**config.mk**
```make
export PLATFORM = sky130hd
export DESIGN_NAME = wdog_apb
export DESIGN_NICKNAME = d
export VERILOG_FILES = /design/src/rtl/wdog_pkg.sv /design/src/rtl/wdog_regs.sv /design/src/rtl/wdog_counter.sv /design/src/rtl/wdog_out.sv /design/src/rtl/wdog_apb.sv
export SDC_FILE = /design/constraint.sdc
export NUM_CORES = 1
export LEC_CHECK = 0
export BUFFER_PORTS_ARGS = -buffer_cell sky130_fd_sc_hd__buf_2
export CAP_MARGIN = 30
export CORE_MARGIN = 2
export CORE_UTILIZATION = 44
export DETAILED_ROUTE_END_ITERATION = 8
export PLACE_DENSITY = 0.66
export SETUP_SLACK_MARGIN = 0.4
export SLEW_MARGIN = 10
export SYNTH_ARGS = -nofsm -noshare
export SYNTH_HDL_FRONTEND = slang
export SYNTH_SLANG_ARGS = --single-unit
export TNS_END_PERCENT = 20
```
**constraint.sdc**
```tcl
create_clock -name clk_i -period 2.9 [get_ports clk_i]
set_clock_uncertainty 0.05 [all_clocks]
set_input_delay 0.58 -clock clk_i [delete_from_list [all_inputs] [get_ports clk_i]]
set_output_delay 0.58 -clock clk_i [all_outputs]
set_load 0.1 [all_outputs]
```
**src/rtl/wdog_pkg.sv**
```systemverilog
package wdog_pkg;
  localparam int ADDR_W = 12;
  localparam int DATA_W = 32;
  localparam int NUM_ID = 12;

  localparam logic [ADDR_W-1:0] OFF_LOAD  = 12'h000;
  localparam logic [ADDR_W-1:0] OFF_VALUE = 12'h004;
  localparam logic [ADDR_W-1:0] OFF_CTRL  = 12'h008;
  localparam logic [ADDR_W-1:0] OFF_CLR   = 12'h00C;
  localparam logic [ADDR_W-1:0] OFF_RAW   = 12'h010;
  localparam logic [ADDR_W-1:0] OFF_MSK   = 12'h014;
  localparam logic [ADDR_W-1:0] OFF_STALL = 12'h418;
  localparam logic [ADDR_W-1:0] OFF_LOCK  = 12'hC00;
  localparam logic [ADDR_W-1:0] OFF_ITC   = 12'hF00;
  localparam logic [ADDR_W-1:0] OFF_ITO   = 12'hF04;
  localparam logic [ADDR_W-1:0] OFF_ID0   = 12'hFD0;

  localparam logic [DATA_W-1:0] UNLOCK_KEY = 32'h1ACC_E551;

  typedef struct packed {
    logic res_en;
    logic int_en;
  } ctrl_t;

  function automatic logic [7:0] id_word(input bit alt, input int idx);
    logic [7:0] w;
    w = 8'h00;
    if (idx >= 8) begin
      case (idx)
        8:  w = 8'h0D;
        9:  w = 8'hF0;
        10: w = 8'h05;
        default: w = 8'hB1;
      endcase
    end else if (alt) begin
      case (idx)
        4: w = 8'h05;
        5: w = 8'h18;
        6: w = 8'h18;
        7: w = 8'h01;
        default: w = 8'h00;
      endcase
    end else begin
      case (idx)
        0: w = 8'h04;
        4: w = 8'h24;
        5: w = 8'hB8;
        6: w = 8'h1B;
        default: w = 8'h00;
      endcase
    end
    return w;
  endfunction
endpackage

```
**src/rtl/wdog_regs.sv**
```systemverilog
module wdog_regs
  import wdog_pkg::*;
#(
  parameter bit VARIANT = 1'b0,
  parameter int CNT_W   = 32
) (
  input  logic              clk_i,
  input  logic              rst_ni,
  input  logic              psel_i,
  input  logic              penable_i,
  input  logic              pwrite_i,
  input  logic [ADDR_W-1:0] paddr_i,
  input  logic [DATA_W-1:0] pwdata_i,
  output logic [DATA_W-1:0] prdata_o,
  input  logic [CNT_W-1:0]  load_i,
  input  logic [CNT_W-1:0]  value_i,
  input  logic              raw_i,
  output ctrl_t             ctrl_o,
  output logic              lock_o,
  output logic              itc_o,
  output logic [1:0]        ito_o,
  output logic              wr_load_o,
  output logic              wr_clr_o
);
  localparam bit HAS_IT    = !VARIANT;
  localparam bit HAS_CLR   = !VARIANT;
  localparam int WORD_W    = ADDR_W - 2;
  localparam int ID_BASE   = int'(OFF_ID0 >> 2);

  logic [WORD_W-1:0] word;
  logic acc, wr, wr_ok;
  logic hit_load, hit_ctrl, hit_clr, hit_lock, hit_itc, hit_ito;
  ctrl_t ctrl_q;
  logic lock_q, itc_q;
  logic [1:0] ito_q;

  assign word  = paddr_i[ADDR_W-1:2];
  assign acc   = psel_i & penable_i;
  assign wr    = acc & pwrite_i;

  assign hit_load = (word == OFF_LOAD[ADDR_W-1:2]);
  assign hit_ctrl = (word == OFF_CTRL[ADDR_W-1:2]);
  assign hit_clr  = HAS_CLR && (word == OFF_CLR[ADDR_W-1:2]);
  assign hit_lock = (word == OFF_LOCK[ADDR_W-1:2]);
  assign hit_itc  = HAS_IT && (word == OFF_ITC[ADDR_W-1:2]);
  assign hit_ito  = HAS_IT && (word == OFF_ITO[ADDR_W-1:2]);

  // lock gates every write except its own
  assign wr_ok = wr & (~lock_q | hit_lock);

  assign wr_load_o = wr_ok & hit_load;
  assign wr_clr_o  = wr_ok & hit_clr;

  always_ff @(posedge clk_i or negedge rst_ni) begin
    if (!rst_ni) begin
      ctrl_q <= '0;
      lock_q <= 1'b0;
      itc_q  <= 1'b0;
      ito_q  <= '0;
    end else begin
      if (wr_ok && hit_ctrl && !(VARIANT && ctrl_q.int_en))
        ctrl_q <= ctrl_t'(pwdata_i[1:0]);
      if (wr && hit_lock)
        lock_q <= (pwdata_i != UNLOCK_KEY);
      if (wr_ok && hit_itc)
        itc_q <= pwdata_i[0];
      if (wr_ok && hit_ito)
        ito_q <= pwdata_i[1:0];
    end
  end

  assign ctrl_o = ctrl_q;
  assign lock_o = lock_q;
  assign itc_o  = itc_q;
  assign ito_o  = ito_q;

  always_comb begin
    int id_idx;
    prdata_o = '0;
    id_idx   = int'(word) - ID_BASE;
    if (acc && !pwrite_i) begin
      if (id_idx >= 0 && id_idx < NUM_ID) begin
        prdata_o = DATA_W'(id_word(VARIANT, id_idx));
      end else begin
        case (word)
          OFF_LOAD[ADDR_W-1:2]:  prdata_o = DATA_W'(load_i);
          OFF_VALUE[ADDR_W-1:2]: prdata_o = DATA_W'(value_i);
          OFF_CTRL[ADDR_W-1:2]:  prdata_o = DATA_W'(ctrl_q);
          OFF_RAW[ADDR_W-1:2]:   prdata_o = DATA_W'(raw_i);
          OFF_MSK[ADDR_W-1:2]:   prdata_o = DATA_W'(raw_i & ctrl_q.int_en);
          OFF_LOCK[ADDR_W-1:2]:  prdata_o = DATA_W'(lock_q);
          OFF_ITC[ADDR_W-1:2]:   prdata_o = HAS_IT ? DATA_W'(itc_q) : '0;
          default:               prdata_o = '0;
        endcase
      end
    end
  end
endmodule

```
**src/rtl/wdog_counter.sv**
```systemverilog
module wdog_counter #(
  parameter int CNT_W  = 32,
  parameter int DATA_W = 32
) (
  input  logic              clk_i,
  input  logic              rst_ni,
  input  logic              cnt_en_i,
  input  logic              int_en_i,
  input  logic              res_en_i,
  input  logic              wr_load_i,
  input  logic              wr_clr_i,
  input  logic [DATA_W-1:0] wdata_i,
  output logic [CNT_W-1:0]  load_o,
  output logic [CNT_W-1:0]  value_o,
  output logic              raw_o,
  output logic              rst_o,
  output logic              expire_o
);
  logic [CNT_W-1:0] load_q, value_q;
  logic raw_q, rst_q, tick, expire;

  assign tick   = cnt_en_i & int_en_i;
  assign expire = tick & (value_q == '0) & ~wr_load_i & ~wr_clr_i;

  always_ff @(posedge clk_i or negedge rst_ni) begin
    if (!rst_ni) begin
      load_q  <= '1;
      value_q <= '1;
      raw_q   <= 1'b0;
      rst_q   <= 1'b0;
    end else begin
      if (wr_load_i) begin
        load_q  <= wdata_i[CNT_W-1:0];
        value_q <= wdata_i[CNT_W-1:0];
      end else if (wr_clr_i || expire) begin
        value_q <= load_q;
      end else if (tick) begin
        value_q <= value_q - 1'b1;
      end

      if (wr_clr_i)    raw_q <= 1'b0;
      else if (expire) raw_q <= 1'b1;

      // second expiry with flag still pending
      if (expire && raw_q && res_en_i) rst_q <= 1'b1;
    end
  end

  assign load_o   = load_q;
  assign value_o  = value_q;
  assign raw_o    = raw_q;
  assign rst_o    = rst_q;
  assign expire_o = expire;
endmodule

```
**src/rtl/wdog_out.sv**
```systemverilog
module wdog_out (
  input  logic       itc_i,
  input  logic [1:0] ito_i,
  input  logic       raw_i,
  input  logic       int_en_i,
  input  logic       rst_i,
  output logic       irq_o,
  output logic       rst_req_o
);
  always_comb begin
    if (itc_i) begin
      irq_o     = ito_i[1];
      rst_req_o = ito_i[0];
    end else begin
      irq_o     = raw_i & int_en_i;
      rst_req_o = rst_i;
    end
  end
endmodule

```
**src/rtl/wdog_apb.sv**
```systemverilog
module wdog_apb
  import wdog_pkg::*;
#(
  parameter bit VARIANT = 1'b0,
  parameter int CNT_W   = 32
) (
  input  logic              clk_i,
  input  logic              rst_ni,
  input  logic              cnt_en_i,
  input  logic              psel_i,
  input  logic              penable_i,
  input  logic              pwrite_i,
  input  logic [ADDR_W-1:0] paddr_i,
  input  logic [DATA_W-1:0] pwdata_i,
  output logic [DATA_W-1:0] prdata_o,
  output logic              irq_o,
  output logic              rst_req_o
);
  ctrl_t ctrl;
  logic lock_on, itc, wr_load, wr_clr, raw_flag, rst_flag, expire;
  logic [1:0] ito;
  logic [CNT_W-1:0] load_val, cnt_val;

  wdog_regs #(.VARIANT(VARIANT), .CNT_W(CNT_W)) u_regs (
    .clk_i     (clk_i),
    .rst_ni    (rst_ni),
    .psel_i    (psel_i),
    .penable_i (penable_i),
    .pwrite_i  (pwrite_i),
    .paddr_i   (paddr_i),
    .pwdata_i  (pwdata_i),
    .prdata_o  (prdata_o),
    .load_i    (load_val),
    .value_i   (cnt_val),
    .raw_i     (raw_flag),
    .ctrl_o    (ctrl),
    .lock_o    (lock_on),
    .itc_o     (itc),
    .ito_o     (ito),
    .wr_load_o (wr_load),
    .wr_clr_o  (wr_clr)
  );

  wdog_counter #(.CNT_W(CNT_W), .DATA_W(DATA_W)) u_cnt (
    .clk_i     (clk_i),
    .rst_ni    (rst_ni),
    .cnt_en_i  (cnt_en_i),
    .int_en_i  (ctrl.int_en),
    .res_en_i  (ctrl.res_en),
    .wr_load_i (wr_load),
    .wr_clr_i  (wr_clr),
    .wdata_i   (pwdata_i),
    .load_o    (load_val),
    .value_o   (cnt_val),
    .raw_o     (raw_flag),
    .rst_o     (rst_flag),
    .expire_o  (expire)
  );

  wdog_out u_out (
    .itc_i     (itc),
    .ito_i     (ito),
    .raw_i     (raw_flag),
    .int_en_i  (ctrl.int_en),
    .rst_i     (rst_flag),
    .irq_o     (irq_o),
    .rst_req_o (rst_req_o)
  );
endmodule

```
==> Yosys cells after proc, flatten, opt, wreduce, memory -nomap -nowiden <==
Index checks and enable logic that the tools add are counted.
{ "word_totals": {"ff_bits": 72, "input_bits": 50, "output_inout_bits": 34, "elab_cells": 72} }
{ "classes": {"add_sub_neg": 2, "order_cmp": 3, "n_eq_ne": 15, "muxes": 13, "n_bitwise": 15, "reduce_logical": 15} }
{ "ops": {"columns": ["cell", "n"], "rows": [
  ["$pmux W32 S7", 1],
  ["$mux W32", 5],
  ["$eq A32 B3 Y1 const B", 3],
  ["$eq A32 B4 Y1 const B", 3],
  ["$logic_not A32 Y1", 2],
  ["$ge A32 B1 Y1 const B", 1],
  ["$ge A32 B5 Y1 const B", 1],
  ["$lt A32 B5 Y1 const B", 1],
  ["$ne A32 B29 Y1 const B", 1],
  ["$pmux W8 S4", 1],
  ["$sub A32 B1 Y32 const B", 1],
  ["$eq A10 B10 Y1 const B", 3],
  ["$pmux W8 S3", 1],
  ["$eq A10 B2 Y1 const B", 2],
  ["$eq A10 B3 Y1 const B", 2],
  ["$and A1 B1 Y1", 11],
  ["$sub A10 B10 Y11 const B", 1],
  ["$eq A10 B1 Y1 const B", 1],
  ["$logic_not A10 Y1", 1],
  ["$logic_and A1 B1 Y1", 8],
  ["$mux W8", 1],
  ["$mux W1", 4],
  ["$not A1 Y1", 3],
  ["$reduce_bool A3 Y1", 1],
  ["other kinds (4)", 4]
]} }

==> Logic depth before layout (Yosys ltp) <==
{ "logic_depth": {"word_depth": 10, "mapped_depth": 10, "mapped_depth_nobuf": 8} }

==> Hierarchy <==
A second synthesis with hierarchy kept.
{ "unflattened": {"hier_cells": 605, "area_unflattened_um2": 5446.5} }
{ "by_module_without_submodules": {"columns": ["module", "n_inst", "cells_each", "area_each_um2", "seq_area_each_um2"], "rows": [
  ["wdog_counter", 1, 386, 3843.7, 1731.7],
  ["wdog_regs", 1, 215, 1575.3, 150.1],
  ["wdog_out", 1, 4, 27.5, 0.0]
]} }

==> Least setup slack after synthesis <==
No wires, ideal clock.
{ "synth_timing": {"kind": "in2out", "start": "input paddr_i[4]", "end": "output prdata_o[7]", "arrival_ps": 3598, "t_required_ps": 2270, "slack_ps": -1328, "stages": 8, "n_path_buf": 1, "path_cell_list": "inv_1 -> ha_1 -> or4b_4 -> nor3_1 -> o41ai_1 -> clkbuf_1 -> o21a_1 -> a21oi_1"} }
{ "synth_via": {"elab_chain_len": 6, "word_cells_on_any_way": 25} }
{ "synth_lines": {"columns": ["element", "line", "rtl"], "rows": [
  ["start, declared", "wdog_apb.sv:13", "input logic [ADDR_W-1:0] paddr_i,"],
  ["parallel branches: the longest is 4 deep, another holds $ge A32 B5 Y1", null, null],
  ["$mux W32 (*)", "wdog_regs.sv:82", "if (id_idx >= 0 && id_idx < NUM_ID) begin"],
  ["$mux W32 (*)", "wdog_regs.sv:81", "if (acc && !pwrite_i) begin"],
  ["end, declared", "wdog_apb.sv:15", "output logic [DATA_W-1:0] prdata_o,"]
]} }
Every way passes the cells marked *.

==> Final worst setup path <==
{ "layout_timing": {"start": "input paddr_i[5]", "end": "output prdata_o[1]"} }
{ "layout_via": {"elab_chain_len": 6, "word_cells_on_any_way": 21} }
{ "layout_lines": {"columns": ["element", "line"], "rows": [
  ["parallel branches: the longest is 4 deep, another holds $ge A32 B5 Y1", null],
  ["$mux W32 (*)", "wdog_regs.sv:82"],
  ["$mux W32 (*)", "wdog_regs.sv:81"]
]} }
Marks and branches as above.

==> results.md <==
Worst setup path:
- The type of element capturing the critical path is an output port.
- The most common cell type on the critical path is sky130_fd_sc_hd__buf_12.
- The category of cells accounting for the largest share of critical-path delay is simple AND/OR/NAND/NOR gates.
- The biggest fanout along the worst timing path is 7.
- The critical register-to-register path endpoint is u_cnt.value_o[10].
- The category of the worst setup path launch point is an input port.
- For this run, the slowest stage of the critical path takes 0.50 ns.
- In this run the critical register-to-register path is launched from u_cnt.value_o[0].
- The minimum setup slack among reg-to-reg paths is 0.29 ns.
- For this design, the slowest cell found on the critical path is sky130_fd_sc_hd__or4b_4.
- At the worst endpoint, the arrival time is 2.47 ns.
- At the worst endpoint, the required time is 2.27 ns.
- For the worst flop-to-flop path, the logic depth is 9.
- The number of buffer and inverter instances along the worst setup path is 3.
- The critical path is of the input port to output port type.
- The critical path goes through buf_12 > inv_12 > ha_4 > or4b_4 > nor3_4 > o41ai_4 > or3_4 > a21oi_4 > buf_12.

Pwr:
- The leakage power summed over all cells is 2.95 nW.
- Of the total power, the share spent switching nets is between 20% and 30%.
- Cell internal power was estimated by the tool at 1.86 mW.
- The share of total power dissipated in combinational logic is slightly above 7%.
- The part of the total power dissipated in sequential elements is approximately 43%.
- The share of total power dissipated in the clock network is 50.2%.
- Dividing total power by cell area gives a power density of approximately 320 nW/µm².
- The net switching power is 0.518 mW.
- The highest ir drop seen on vdd is 0.271 mV.
- Power comes to between 2 and 2.5 mW.

Floorplanning:
- The die footprint is between 10,000 and 15,000 µm².
- The initial cell density of the core is between 40 and 50%.
- The number of primary I/O pins is 84.
- The overall die width is 111 µm.
- The placeable core region is between 10,000 and 15,000 µm².
- The die height is between 100 and 150 µm.
- In this run the core area contains 39 standard-cell rows.

GRT:
- The all-layer global routing usage is 26.3%.
- The first-pass GRT wire length is approximately 27,000 µm.
- The via count of the first global-routing pass came to 5,363.
- The number of antenna violations at the first check in global routing is 0.
- Entering global routing, the biggest net connects 46 pins.
- The aggregate global routing overflow is 0.

Synth:
- After synthesis, the share of flip-flops with an asynchronous set or reset is 100%.
- The flip-flop and latch count after synthesis is 72.
- The post-synthesis cell count is approximately 610.
- The number of enable flip-flop cells after synthesis is 0.
- The mean area per synthesized cell is about 8.4 µm².
- Sequential elements use 37.1% of the synthesized area.
- The most used flip-flop cell after synthesis is sky130_fd_sc_hd__dfstp_2.
- During synthesis, Yosys emitted a total of 0 warnings.
- When the netlist entered floorplanning its net count stood at 662.
- The number of distinct library cell variants in the gate-level netlist after synthesis is 66.
- After synthesis the cells add up to ~5100 µm².

STA:
- The worst max-slew margin expressed relative to the limit is 66.1%.
- Setup violations remaining at the end of the flow were counted as 31.
- Hold timing on the final database bottoms out at a slack of 0.343 ns.
- Setup slack on the critical path of the routed design comes to -0.199 ns.
- The final critical path takes up 107% of the cycle.
- The final count of pins violating max slew was 0.
- Setup repair after global routing could not meet its margin everywhere.
- At the pin with the least slew margin, the transition time is 0.507 ns.
- The final period demand of the worst path is around 3.1 ns.
- Derived from the worst setup path, the maximum achievable clock frequency is 323 MHz.
- The number of endpoints with negative hold slack in the final report came to 0.

Final layout:
- The final layout contains 790 nets.
- The count of antenna diodes in the layout is 0.
- The post-route netlist has between 40% and 50% of its cells at a drive strength greater than 1.
- Summing all non-filler instances in the final layout gives an area of 7480 µm².
- The final instance count without filler cells is 883.
- The area added between synthesis and finish is 47.2%.

Job:
- The number of maximum-capacitance violations is 0.

Clock tree:
- CTS saw 72 sinks.
- The buffer levels on the longest clock path is 2.
- The CTS tree is yes.
- After clock tree synthesis, the flow added hold-fix buffers numbering 0.
- In this run the number of H-tree levels came out at 3.
- The clock-pin transition on the worst setup and hold timing paths is approximately 0.060 ns.
- For the worst-skew pair, the clock arrives at the later sink with an insertion delay of 0.34 ns.
- In this run the clock root is driven by a sky130_fd_sc_hd__clkbuf_16.
- The total CTS buffers is 9.

Route:
- Dividing the detail-routed via count by the number of cells gives 5.94.
- The count of routing violations after the opening detailed-route iteration is 397.
- The total via count in the routed design is 5,247.
- The pre-antenna-repair detailed-routing pass consisted of 5 iterations.
- The total detailed-routing wirelength is 16,200 µm.
- For this run, design rule violations remaining after detail routing come to 0.
- The count of antenna-violating nets left after detailed routing is 0.
- The routed length per placed instance is ~18 µm.

Place:
- The placed cell count is approximately 860.
- The worst slack after detailed placement is -0.373 ns.
- Summed over all nets, the half-perimeter wirelength after detailed placement is 11,600 µm.
- The weighted congestion reported at the end of routability-driven placement is ~0.91.
- The number of port buffers is 81.
- The area after detailed placement is 6920 µm².

Outcome:
- The flow ran to the end, but the final reports show violations.
- The final reports fail on negative setup slack.

Worst hold path:
- The worst hold path belongs to the class input port to async pin.
[cells in the final DEF (no fill, tap or decap), types with 5 or more instances in the layout]
| cell | count |
|---|---|
| sky130_fd_sc_hd__nand2b_1 | 6 |
| sky130_fd_sc_hd__nand2_1 | 132 |
| sky130_fd_sc_hd__mux2_4 | 10 |
| sky130_fd_sc_hd__a22oi_1 | 37 |
| sky130_fd_sc_hd__o21ai_1 | 11 |
| sky130_fd_sc_hd__and3_1 | 5 |
| sky130_fd_sc_hd__clkbuf_16 | 9 |
| sky130_fd_sc_hd__nor2_1 | 35 |
| sky130_fd_sc_hd__a31oi_2 | 5 |
| sky130_fd_sc_hd__or4_1 | 5 |
| sky130_fd_sc_hd__a31oi_1 | 5 |
| sky130_fd_sc_hd__buf_12 | 41 |
| sky130_fd_sc_hd__nor3_1 | 9 |
| sky130_fd_sc_hd__buf_4 | 60 |
| sky130_fd_sc_hd__mux2i_1 | 12 |
| sky130_fd_sc_hd__nor4bb_1 | 5 |
| sky130_fd_sc_hd__nor2b_1 | 6 |
| sky130_fd_sc_hd__dfrtp_1 | 8 |
| sky130_fd_sc_hd__xor2_1 | 7 |
| sky130_fd_sc_hd__nand4_1 | 9 |
| sky130_fd_sc_hd__inv_1 | 8 |
| sky130_fd_sc_hd__xnor2_1 | 13 |
| sky130_fd_sc_hd__nor4_1 | 10 |
| sky130_fd_sc_hd__o21ai_0 | 12 |
| sky130_fd_sc_hd__nand3_1 | 13 |
| sky130_fd_sc_hd__dfstp_2 | 64 |
| sky130_fd_sc_hd__buf_2 | 47 |
| sky130_fd_sc_hd__nor2_4 | 26 |
| sky130_fd_sc_hd__mux2_2 | 8 |
| sky130_fd_sc_hd__o211ai_1 | 6 |
| sky130_fd_sc_hd__a21oi_1 | 11 |
[power groups by stage]
| stage | Clock, mW | Combinational [mW] | Sequential (mW) |
|---|---|---|---|
| 2_1_floorplan | 0 | 0.0476 | 1.03 |
| 4_1_cts | 1.21 | 0.167 | 1.01 |
| 3_5_place_dp | 0 | 0.159 | 1.03 |
| 3_3_place_gp | 0 | 0.155 | 1.03 |
| 6_report | 1.19 | 0.172 | 1.01 |
| 5_1_grt | 1.25 | 0.187 | 1.01 |
[kinds of logic (layout without fill, tap and decap cells)]
family	count (synthesis)	count (layout)	synth area share [%]
AND/OR/NAND/NOR	306	306	29.3
flip-flops	72	72	37.1
buffers and inverters	47	180	3.82
multiplexers	31	31	7.00
AO/OA/AOI/OAI	126	126	18.1
adder cells (fa/ha/maj)	5	5	1.23
XOR/XNOR	20	20	3.45
[final cells by class]
type	instances	area, µm²
clock buffers	13	250
clock inverters	3	65.1
fillers	930	3840
inverters	10	55.1
multi-input cells	488	3460
flip-flops and latches	72	1880
well taps	143	179
repair buffers	154	1590
[metal layers]
layer	vias to the layer above	GRT usage [%]	part of all wire, %
met5	-	0	0
met4	0	8.07	1.7
met3	22	4.30	5.3
met2	197	45.5	51
met1	2572	33.9	42
li1	2456	-	-
[flip-flops by register name, indices dropped and copies added (netlist names)]
register       cells
u_cnt.load_o      32
u_cnt.value_o     32
u_regs.ctrl_o      2
u_regs.ito_o       2
u_cnt.raw_o        1
u_cnt.rst_o        1
u_regs.itc_o       1
u_regs.lock_o      1
[worst max-delay path by stage]
stage               start            to  slack (ns)  cells past startpoint
2_1_floorplan  paddr_i[5]   prdata_o[7]       -0.27                      8
3_3_place_gp   paddr_i[5]  prdata_o[31]       -0.35                     10
3_5_place_dp   paddr_i[5]  prdata_o[31]       -0.37                     10
4_1_cts        paddr_i[5]   prdata_o[1]       -0.19                      9
5_1_grt        paddr_i[5]   prdata_o[3]       -0.26                     10
6_report       paddr_i[5]   prdata_o[1]       -0.20                      9
[stage by stage]
| stage | utilization (%) | setup TNS [ns] |
|---|---|---|
| floorplan | - | -6.33 |
| global placement | 61.1 | -14.27 |
| detailed placement | 61.1 | -15.90 |
| CTS | 65.4 | -4.56 |
| global route | 66.0 | -6.65 |
| finish | 66.0 | -4.82 |
[timing repair]
item	in CTS	in global routing
pin swaps	24	19
setup buffers	3	1
setup endpoints to repair	66	69
resized for setup	44	17
[cells in the mapped netlist (all sizes together), types with 7 or more instances]
library cell  instances  area share (%)
nand2               136              10
nand4                10             1.5
xnor2                13             2.2
a22oi                37             5.5
o21ai                23             2.3
nor3                 13             1.3
a31oi                12             2.2
dfrtp                 8             3.9
nor4                 12             1.5
inv                  10            0.74
nand3                14             1.4
xor2                  7             1.2
nor2                 61             4.5
buf                   9             1.0
mux2                 18             4.4
clkbuf               28             2.1
mux2i                13             2.6
dfstp                64              33
nor2b                 7            0.86
a21oi                16             1.6
Power figures use the tool's default switching activity.
